$ cat src/rtl/nib_acc_pkg.sv
package nib_acc_pkg;

  localparam int NIB_W     = 4;
  localparam int BCD_LIMIT = 9;
  localparam int BCD_FIX   = 6;
  localparam int OPC_W     = 4;

  typedef logic [NIB_W-1:0] nib_t;
  typedef logic [NIB_W:0]   wide_t;

  typedef enum logic [OPC_W-1:0] {
    OP_HOLD = 4'd0,
    OP_ADDC = 4'd1,
    OP_SUBB = 4'd2,
    OP_INCR = 4'd3,
    OP_DECR = 4'd4,
    OP_ROTL = 4'd5,
    OP_ROTR = 4'd6,
    OP_INVA = 4'd7,
    OP_ZERO = 4'd8,
    OP_CCLR = 4'd9,
    OP_CINV = 4'd10,
    OP_CSET = 4'd11,
    OP_CXFR = 4'd12,
    OP_CBCD = 4'd13,
    OP_DADJ = 4'd14,
    OP_KEYD = 4'd15
  } acc_op_e;

  // Nibble adder with carry in, result one bit wider.
  function automatic wide_t f_add(nib_t a, nib_t b, logic cin);
    return wide_t'(a) + wide_t'(b) + wide_t'(cin);
  endfunction

  // One-hot key line to key number; zero gives zero, anything else all ones.
  function automatic nib_t f_keydec(nib_t v);
    nib_t r;
    r = '1;
    if (v == '0) r = '0;
    for (int i = 0; i < NIB_W; i++) begin
      if (v == (nib_t'(1) << i)) r = nib_t'(i + 1);
    end
    return r;
  endfunction

  // Decimal adjust: returns {carry, value}.
  function automatic wide_t f_dadj(nib_t a, logic cin);
    logic  fix;
    wide_t t;
    fix = cin || (int'(a) > BCD_LIMIT);
    t   = wide_t'(a) + (fix ? wide_t'(BCD_FIX) : '0);
    return {t[NIB_W] | cin, t[NIB_W-1:0]};
  endfunction

endpackage

$ cat src/rtl/nib_add_path.sv
module nib_add_path
  import nib_acc_pkg::*;
(
  input  acc_op_e op,
  input  nib_t    acc,
  input  logic    cin,
  input  nib_t    opnd,
  output nib_t    sum,
  output logic    cout
);
  nib_t  addend;
  logic  cfeed;
  wide_t res;

  always_comb begin
    unique case (op)
      OP_ADDC: begin addend = opnd;  cfeed = cin;  end
      OP_SUBB: begin addend = ~opnd; cfeed = ~cin; end
      OP_INCR: begin addend = '0;    cfeed = 1'b1; end
      OP_DECR: begin addend = '1;    cfeed = 1'b0; end
      default: begin addend = '0;    cfeed = 1'b0; end
    endcase
  end

  assign res  = f_add(acc, addend, cfeed);
  assign sum  = res[NIB_W-1:0];
  assign cout = res[NIB_W];
endmodule

$ cat src/rtl/nib_rot_path.sv
module nib_rot_path
  import nib_acc_pkg::*;
(
  input  nib_t acc,
  input  logic cin,
  output nib_t rl_acc,
  output logic rl_c,
  output nib_t rr_acc,
  output logic rr_c
);
  assign {rl_c, rl_acc} = {acc, cin};
  assign {rr_acc, rr_c} = {cin, acc};
endmodule

$ cat src/rtl/nib_dec_path.sv
module nib_dec_path
  import nib_acc_pkg::*;
(
  input  nib_t acc,
  input  logic cin,
  output nib_t adj_acc,
  output logic adj_c,
  output logic adj_fire,
  output nib_t key_acc,
  output nib_t tcs_acc
);
  wide_t adj;

  assign adj      = f_dadj(acc, cin);
  assign adj_acc  = adj[NIB_W-1:0];
  assign adj_c    = adj[NIB_W];
  assign adj_fire = cin || (int'(acc) > BCD_LIMIT);
  assign key_acc  = f_keydec(acc);
  assign tcs_acc  = cin ? nib_t'(BCD_LIMIT + 1) : nib_t'(BCD_LIMIT);
endmodule

$ cat src/rtl/nib_acc_unit.sv
module nib_acc_unit
  import nib_acc_pkg::*;
(
  input  logic             clk,
  input  logic             rst,
  input  logic             exec_en,
  input  logic [OPC_W-1:0] op_code,
  input  logic [NIB_W-1:0] operand,
  output logic [NIB_W-1:0] acc_q,
  output logic             carry_q,
  output logic             zero_o
);
  acc_op_e op;
  nib_t    add_sum, rl_acc, rr_acc, adj_acc, key_acc, tcs_acc;
  logic    add_cout, rl_c, rr_c, adj_c, daa_fire;
  nib_t    acc_d;
  logic    carry_d;

  assign op = acc_op_e'(op_code);

  nib_add_path u_add (
    .op(op), .acc(acc_q), .cin(carry_q), .opnd(operand),
    .sum(add_sum), .cout(add_cout)
  );

  nib_rot_path u_rot (
    .acc(acc_q), .cin(carry_q),
    .rl_acc(rl_acc), .rl_c(rl_c), .rr_acc(rr_acc), .rr_c(rr_c)
  );

  nib_dec_path u_dec (
    .acc(acc_q), .cin(carry_q),
    .adj_acc(adj_acc), .adj_c(adj_c), .adj_fire(daa_fire),
    .key_acc(key_acc), .tcs_acc(tcs_acc)
  );

  always_comb begin
    acc_d   = acc_q;
    carry_d = carry_q;
    unique case (op)
      OP_HOLD: ;
      OP_ADDC, OP_SUBB, OP_INCR, OP_DECR: begin
        acc_d   = add_sum;
        carry_d = add_cout;
      end
      OP_ROTL: begin acc_d = rl_acc;  carry_d = rl_c; end
      OP_ROTR: begin acc_d = rr_acc;  carry_d = rr_c; end
      OP_INVA: acc_d = ~acc_q;
      OP_ZERO: begin acc_d = '0; carry_d = 1'b0; end
      OP_CCLR: carry_d = 1'b0;
      OP_CINV: carry_d = ~carry_q;
      OP_CSET: carry_d = 1'b1;
      OP_CXFR: begin acc_d = nib_t'(carry_q); carry_d = 1'b0; end
      OP_CBCD: begin acc_d = tcs_acc;         carry_d = 1'b0; end
      OP_DADJ: begin acc_d = adj_acc;         carry_d = adj_c; end
      OP_KEYD: acc_d = key_acc;
      default: ;
    endcase
  end

  always_ff @(posedge clk) begin
    if (rst) begin
      acc_q   <= '0;
      carry_q <= 1'b0;
    end else if (exec_en) begin
      acc_q   <= acc_d;
      carry_q <= carry_d;
    end
  end

  assign zero_o = (acc_q == '0);
endmodule

$ cat config.mk
export PLATFORM = sky130hd
export DESIGN_NAME = nib_acc_unit
export DESIGN_NICKNAME = d
export VERILOG_FILES = /design/src/rtl/nib_acc_pkg.sv /design/src/rtl/nib_add_path.sv /design/src/rtl/nib_rot_path.sv /design/src/rtl/nib_dec_path.sv /design/src/rtl/nib_acc_unit.sv
export SDC_FILE = /design/constraint.sdc
export NUM_CORES = 1
export LEC_CHECK = 0
export BUFFER_PORTS_ARGS = -buffer_cell sky130_fd_sc_hd__buf_2
export CORE_ASPECT_RATIO = 0.8
export CORE_MARGIN = 2
export CORE_UTILIZATION = 38
export CTS_CLUSTER_SIZE = 12
export DETAILED_ROUTE_END_ITERATION = 12
export SYNTH_ARGS = -nofsm -noshare
export SYNTH_HDL_FRONTEND = slang
export SYNTH_HIERARCHICAL = 1
export SYNTH_SLANG_ARGS = --single-unit
$ cat constraint.sdc
create_clock -name clk -period 2.86 [get_ports clk]
set_input_delay 0.286 -clock clk [delete_from_list [all_inputs] [get_ports clk]]
set_output_delay 0.286 -clock clk [all_outputs]
set_load 0.02 [all_outputs]
# Word-level counts from Yosys, hierarchy flattened
# Cells that the tools add are included.
dict set report classes {
  n_reduce_logical 8
  bitwise_logic 4
  n_lt_le_gt_ge 1
  n_mux 11
  n_addsub 3
  eq_ne 19
}
# op n
set op_table {}
lappend op_table {{4-bit == test (second input constant)} 9}
lappend op_table {{4-bit case mux with 9 select lines} 1}
lappend op_table {{4-bit by 3-bit == test with 1-bit output (second input constant)} 5}
lappend op_table {{4-bit 2-to-1 mux} 5}
lappend op_table {{4-bit by 2-bit == test with 1-bit output (second input constant)} 3}
lappend op_table {{4-bit case mux with 3 select lines} 1}
lappend op_table {{9-bit nonzero test} 1}
lappend op_table {{4-bit by 1-bit == test with 1-bit output (second input constant)} 2}
lappend op_table {{4-bit inverter} 2}
lappend op_table {{4-bit OR reduction} 2}
lappend op_table {{1-bit case mux with 7 select lines} 1}
lappend op_table {{7-bit nonzero test} 1}
lappend op_table {{4-bit by 4-bit adder with 5-bit output} 1}
lappend op_table {{4-bit by 5-bit adder with 5-bit output} 1}
lappend op_table {{5-bit by 1-bit adder with 5-bit output} 1}
lappend op_table {{4-bit > comparator (second input constant)} 1}
lappend op_table {{4-bit logical NOT} 1}
lappend op_table {{2-bit AND reduction} 2}
lappend op_table {{3-bit 2-to-1 mux} 1}
lappend op_table {{1-bit case mux with 3 select lines} 1}
lappend op_table {{2-bit 2-to-1 mux} 1}
lappend op_table {{1-bit logical OR} 1}
lappend op_table {{1-bit inverter} 1}
lappend op_table {{1-bit OR} 1}
dict set report totals {
  word_cells 48
  in_bits 11
  out_inout_bits 6
  regBits 5
}

# Depth between registers and ports, before layout
# Gate-level depths: netlist of the first run.
dict set report depth {
  word_depth 7
  ltp_mapped 11
  depth_no_buf 11
}

# Cells and area by module
# Netlist of the first run, hierarchy kept.
# mod cells_per_inst n_inst area_per_inst_um2
set by_module_without_submodules {}
lappend by_module_without_submodules {nib_acc_unit 94 1 683.2}
lappend by_module_without_submodules {nib_add_path 35 1 275.3}
lappend by_module_without_submodules {nib_dec_path 26 1 171.4}
lappend by_module_without_submodules {nib_rot_path 10 1 75.1}

# Worst setup path before layout of the first run
# Ideal clock, no wire load.
dict set report synth_timing {
  kind {flip-flop to flip-flop}
  start {register acc_q[2]}
  end {register acc_q[3]}
  t_arrival_ps 2370
  setup_ps 130
  n_path_buf 0
  required_time_ps 2730
  slack_ps 360
  stages_incl_launch_ff 11
  path_cell_list {dfxtp_1 > o21ai_0 > nand2_1 > ha_1 > fa_1 > xor2_1 > mux2_2 > a21oi_1 > nor2_1 > a2111oi_1 > nor3_1}
}
# element line
set synth_rtl {}
lappend synth_rtl {{from (decl)} nib_acc_unit.sv:9} ;# output logic [NIB_W-1:0] acc_q,
lappend synth_rtl {{from (signal assigned)} nib_acc_unit.sv:63} ;# acc_q <= '0;
lappend synth_rtl {{from (signal assigned)} nib_acc_unit.sv:66} ;# acc_q <= acc_d;
lappend synth_rtl {{4-bit > comparator} --}
lappend synth_rtl {{1-bit logical OR} nib_acc_pkg.sv:50} ;# fix = cin || (int'(a) > BCD_LIMIT);
lappend synth_rtl {{3-bit 2-to-1 mux} nib_acc_pkg.sv:51} ;# t = wide_t'(a) + (fix ? wide_t'(BCD_FIX) : '0);
lappend synth_rtl {{4-bit by 5-bit adder with 5-bit output (*)} nib_acc_pkg.sv:51}
lappend synth_rtl {{via adj_acc[3]} nib_acc_unit.sv:14} ;# nib_t add_sum, rl_acc, rr_acc, adj_acc, key_acc, tcs_acc;
lappend synth_rtl {{4-bit case mux with 9 select lines (*)} nib_acc_unit.sv:40} ;# unique case (op)
# Mark *: on every way through the listed nets, which the timed path passes. The rest lies on a longest branch.
# A chain may end at the register's enable or synchronous reset.

# Worst setup path after layout of the first run
dict set report layout_timing {
  start {register acc_q[1]}
  end {register acc_q[3]}
}
# Same word-level chain as after synthesis.

==> metrics.txt, run 1 <==
EDFF count, synth 0; Inst Count DP 208; CP Max Fanout 3; die height 54.4 um; Data arrival, critical path 2.73 ns; startpoint types flop; Final ANT Viol Nets 0; Setup Skew 0.00102 ns; Hold Slack 0.315 ns; RR Startpoint acc_q[1]$_SDFFE_PP0P_; Most used DFF post-synth dfxtp_1; input/output buffers 16; post-synth net total 184; Final Hold Viols 0; leakage power 0.538 nW; internal power 253 uW; Root Buffer clkbuf_8; largest net degree at the start of global routing 30; initial core utilization 0.393; #FFs+latches synth 5; core area 3060 um^2; detailed-route DRC error count 0; peak supply drop 0.000282 V; endpoints failing setup 0; total congestion overflow 0; Yosys warning count 6; Hold/Removal Path Class primary input to flop; nets 192; DRT iter0 DRCs 98; MaxCap Viol Count 0; RSZ-0062 raised after global routing no; wire per inst 14.1 um; Rows 18; post-synthesis instance total 165; final setup margin 0.228 ns; vias in the first global route 1,127; status finished clean; combinational power share 0.490; Worst Setup EP acc_q[3]$_SDFFE_PP0P_; register area share after synthesis 0.0831; Worst Reg2Reg Path Length in Cells 10; routed vias 1,200; drt first pass iters 4; GPL Wtd Cong 0.818; CTS buffer count 3; f_max 380 MHz; I/O pins 17; WS Path Type flop to flop; Yosys cell types 49; max-slew violation count 0; # diodes 0; Die X 67.0 um; Net Switching 161 uW; switch share 0.389; first-pass GRT wire length 5060 um; routed vias/inst 5.66; Layout Cells excl Fill 212; post-DP HPWL 2190 um; Post-Place Setup Slack 0.140 ns; Clock power frac 0.318; fill count 344; clk_lat worst skew 0.22 ns; die area 3640 um^2; Max Root-Sink Buffers 2; mapped cell area 1200 um^2; GR Util All Layers 0.183; clock-pin slew on the worst setup and hold paths 0.04 ns; setup tns final 0 ns; Area Overhead vs Synth 7.48%; Reg-to-Reg End acc_q[3]$_SDFFE_PP0P_; fraction of layout cells with a size suffix above 1 0.250; CP endpoint kind flop; min Tclk post-route 2.63 ns; drt total wl 2990 um; post-route cell area 1290 um^2; H-tree levels 1; reg-to-reg setup timing slack 0.23 ns; CP Launch Point acc_q[1]$_SDFFE_PP0P_; Post-Place Cell Area 1240 um^2; clk sinks 5; initial antenna violation count 0; Post-CTS Setup Repair Bufs 0; PwrDens 320 nW/um^2; CTS tree done; Mean Syn Cell Area 7.30 um^2; Tcrit/Tclk final 0.920; Post-synth ARST share 0; Critical Path RT 2.96 ns; Seq pwr share 0.191
[logic make-up after synthesis]
family,Yosys count,share of synthesized area
simple gates,56,0.243
compound gates,53,0.322
buf+inv,33,0.168
fa+ha+maj,8,0.102
mux,5,0.0540
flops,5,0.0831
xor+xnor,3,0.0218
other cells,2,0.00623
[per-layer routing]
metal  vias to the layer above  GRT usage  part of all wire
met5                         -          0                 0
met3                         6     0.0185             0.061
met2                        43      0.308              0.47
li1                        596          -                 -
met1                       555      0.250              0.45
met4                         0     0.0510             0.015
[how the worst min path moves through the flow]
stage                     start                    end  slack, ns  cells after the start
after floorplan             rst  acc_q[0]$_SDFFE_PP0P_       0.35                      1
after detailed placement    rst  acc_q[0]$_SDFFE_PP0P_       0.55                      2
after global routing        rst  acc_q[2]$_SDFFE_PP0P_       0.32                      2
final                       rst  acc_q[0]$_SDFFE_PP0P_       0.32                      2
after CTS                   rst  acc_q[0]$_SDFFE_PP0P_       0.31                      2
after global placement      rst  acc_q[0]$_SDFFE_PP0P_       0.54                      2
[registers in the layout, summed over array words and instances (netlist names)]
name,flops
carry_q,1
acc_q,4
[power by group through the flow]
| stage | clock network [mW] | logic, mW | registers, mW |
|---|---|---|---|
| final | 0.132 | 0.203 | 0.0792 |
| after global routing | 0.137 | 0.227 | 0.0796 |
| after CTS | 0.135 | 0.202 | 0.0792 |
| after detailed placement | 0 | 0.201 | 0.0802 |
| after global placement | 0 | 0.196 | 0.0802 |
| after floorplan | 0 | 0.143 | 0.0965 |
[synthesized netlist by cell type, drive strengths merged (3+ instances only)]
| library cell | number | area [um^2] |
|---|---|---|
| ha | 5 | 62.6 |
| nor2b | 4 | 25.0 |
| dfxtp | 5 | 100 |
| buf | 22 | 160 |
| a221oi | 6 | 58.8 |
| nor2 | 17 | 66.3 |
| o21ai | 12 | 60.1 |
| nand3 | 4 | 20.0 |
| nand2b | 3 | 18.8 |
| a21oi | 12 | 67.6 |
| nand2 | 16 | 60.1 |
| inv | 10 | 37.5 |
| nor3b | 3 | 38.8 |
| a211oi | 8 | 65.1 |
| fa | 3 | 60.1 |
[cells in the final DEF, fill, tap and decap left out, types with 4 or more instances in the layout]
master,netlist,final
ha_1,5,5
nor2_1,16,16
inv_1,9,9
a211oi_1,7,7
nor2b_1,4,4
dfxtp_1,5,5
o21ai_0,12,12
a21oi_1,10,10
nand2_1,16,16
a221oi_1,5,5
buf_4,15,10
buf_2,5,16
nand3_1,4,4
[per-stage QoR]
step	total power, mW	util
after floorplan	0.239	-
after global placement	0.276	0.406
after detailed placement	0.281	0.406
after CTS	0.416	0.421
after global routing	0.444	0.423
final	0.414	0.423
[area by class of cell]
| type | instances | area (um^2) | share of cell area |
|---|---|---|---|
| Clock buffer | 4 | 45.0 | 0.0348 |
| Inverter | 10 | 37.5 | 0.0290 |
| Multi-Input combinational cell | 127 | 907 | 0.700 |
| Sequential cell | 5 | 100 | 0.0773 |
| Tap cell | 40 | 50.0 | 0.0386 |
| Timing Repair Buffer | 26 | 155 | 0.120 |
[what timing repair did]
action | 4_1_cts | 5_1_grt
setup endpoints to repair | 0 | 1
hold buffers | 0 | 0
gates resized for setup | 0 | 1
[worst max-delay path: stages (launching register included)]
cell and delay [ns]:
dfxtp_1 0.30, o21ai_0 0.30, nand2_1 0.18, ha_1 0.24, fa_1 0.39, xor2_1 0.17
mux2_2 0.26, a21oi_1 0.17, nor2_1 0.07, a2111oi_2 0.34, nor3_1 0.09
No activity file was read; power rests on OpenSTA's default activity.
==> run 2, diff against run 1 <==
--- a/config.mk
+++ b/config.mk
@@ -11,6 +11,7 @@
 export CORE_UTILIZATION = 38
 export CTS_CLUSTER_SIZE = 12
 export DETAILED_ROUTE_END_ITERATION = 12
+export RECOVER_POWER = 100
 export SYNTH_ARGS = -nofsm -noshare
 export SYNTH_HDL_FRONTEND = slang
 export SYNTH_HIERARCHICAL = 1
==> metrics.txt, run 2 (synthesized netlist as in run 1, its figures left out) <==
status finished clean; H-tree levels 1 (unchanged); CP endpoint kind flop; f_max 381 MHz (+0.21%); Area Overhead vs Synth 6.02%; met1 WL 1370 um (+1.6%); wire per inst 14.2 um (+0.90%); Clock power frac 0.322 (+0.004); Largest regs acc_q (4), carry_q (1); initial antenna violation count 0 (unchanged); Largest register FFs 4 (unchanged); drt total wl 3020 um (+0.90%); switch share 0.394 (+0.00515); post-DP HPWL 2190 um (unchanged); routed vias/inst 5.66 (about the same); min Tclk post-route 2.63 ns (-0.00555 ns); Layout Cells excl Fill 212 (unchanged); Net Switching 162 uW (+0.34%); fraction of layout cells with a size suffix above 1 0.215 (-0.0349); peak supply drop 0.000281 V (-0.35%); startpoint types primary input; total congestion overflow 0 (unchanged); Final Hold Viols 0 (unchanged); initial core utilization 0.393 (unchanged); largest net degree at the start of global routing 30 (unchanged); I/O pins 17 (unchanged); pin slew with the least headroom to its limit 0.753 ns; Max Root-Sink Buffers 2 (unchanged); commonest cells after routing, fill and taps aside nand2_1, nor2_1, buf_2; Max Used Layer met4; GR Util All Layers 0.183 (unchanged); GPL Wtd Cong 0.818 (unchanged); leakage power 0.516 nW (-4.1%); Worst slew margin 0.498; setup tns final 0 ns (unchanged); Data arrival, critical path 2.74 ns (about the same); drt first pass iters 4 (unchanged); Seq pwr share 0.193 (+0.002); Critical Path RT 2.97 ns (about the same); CTS buffer count 3 (unchanged); hold_buf cts 0 (unchanged); reg-to-reg setup timing slack 0.26 ns (+0.03 ns); vias in the first global route 1,127 (unchanged); met2 wire length 1420 um (+0.42%); MaxCap Viol Count 0 (unchanged); DRT iter0 DRCs 89 (-9.2%); Setup Skew 0.000764 ns (-0.000258 ns); detailed-route DRC error count 0 (unchanged); input/output buffers 16 (unchanged); routed vias 1,199 (-0.083%); fill count 344 (unchanged); core area 3060 um^2 (unchanged); Rows 18 (unchanged); Inst Count DP 208 (unchanged); max-slew violation count 0 (unchanged); combinational power share 0.485 (-0.005); nets 192 (unchanged); Tcrit/Tclk final 0.918 (-0.00194); die area 3640 um^2 (unchanged); Top reg by flops acc_q; Worst Reg2Reg Path Length in Cells 10 (unchanged); Die X 67.0 um (unchanged); Root Buffer clkbuf_8; die height 54.4 um (unchanged); clk sinks 5 (unchanged); WS Path Type primary input to flop; # diodes 0 (unchanged); RSZ-0062 raised after global routing no; routed length on met3 182 um (-0.55%); PwrDens 321 nW/um^2 (+0.38%); CTS tree done; clock-pin slew on the worst setup and hold paths 0.04 ns (about the same); Final ANT Viol Nets 0 (unchanged); Hold/Removal Path Class primary input to flop; hold depth 2 (unchanged); first-pass GRT wire length 5060 um (unchanged); CP Max Fanout 8 (+5); clk_lat worst skew 0.22 ns (about the same); endpoints failing setup 0 (unchanged); internal power 248 uW (-1.8%); final core occ 0.417 (-0.00572)
run 2: cell types whose count changed in the layout (fill, tap and decap cells not counted):
cell      before  now
or2_0          0    1
buf_4         10    6
buf_2         16   14
or2_1          2    1
clkbuf_1       1    7
run 2: stage by stage:
stage | power, mW | area (um^2) | hold slack, ns | worst slack (ns)
2_1_floorplan | 0.239 | 1200 | 0.351 | 0.360
3_3_place_gp | 0.276 | 1240 | 0.536 | 0.181
3_5_place_dp | 0.281 | 1240 | 0.546 | 0.140
4_1_cts | 0.416 | 1290 | 0.314 | 0.135
5_1_grt | 0.439 | 1280 | 0.325 | 0.0491
6_report | 0.410 | 1280 | 0.320 | 0.234
run 2: repair_timing:
| action | CTS | global route |
|---|---|---|
| resized for setup | 0 | 1 |
| setup endpoints to repair | 0 | 1 |
| endpoints found under the hold margin | 0 | 0 |
| buffers inserted | 0 | 0 |
run 2: final timing paths:
check                        start                     to
max                     op_code[0]  acc_q[1]$_SDFFE_PP0P_
min                            rst  acc_q[0]$_SDFFE_PP0P_
max reg2reg  acc_q[1]$_SDFFE_PP0P_  acc_q[3]$_SDFFE_PP0P_
min reg2reg   carry_q$_SDFFE_PP0P_   carry_q$_SDFFE_PP0P_
run 2: final cells by class:
cell class | count | area [um^2] | area share
inverter | 10 | 37.5 | 0.0294
tap | 40 | 50.0 | 0.0392
clock buffer | 4 | 45.0 | 0.0353
sequential | 5 | 100 | 0.0784
multi-input combinational | 127 | 907 | 0.710
timing repair buffer | 26 | 138 | 0.108
run 2: power by group through the flow:
stage	sequential (mW)	clock, mW	combinational, mW
after CTS	0.0792	0.135	0.202
after detailed placement	0.0802	0	0.201
after floorplan	0.0965	0	0.143
final	0.0790	0.132	0.199
after global placement	0.0802	0	0.196
after global routing	0.0795	0.137	0.222
run 2: per-layer routing:
metal | global-route usage | vias to the layer above
met5 | 0 | -
met4 | 0.0510 | 0
met3 | 0.0185 | 6
met2 | 0.308 | 32
met1 | 0.250 | 569
li1 | - | 592
run 2: critical path, stage by stage:
cell and delay (ns):
clkbuf_1 0.26, nor3b_4 0.33, a221oi_1 0.13, or2_0 0.25
fa_1 0.46, fa_1 0.52, inv_1 0.05, a211oi_1 0.22
a211o_1 0.17, a21oi_1 0.07
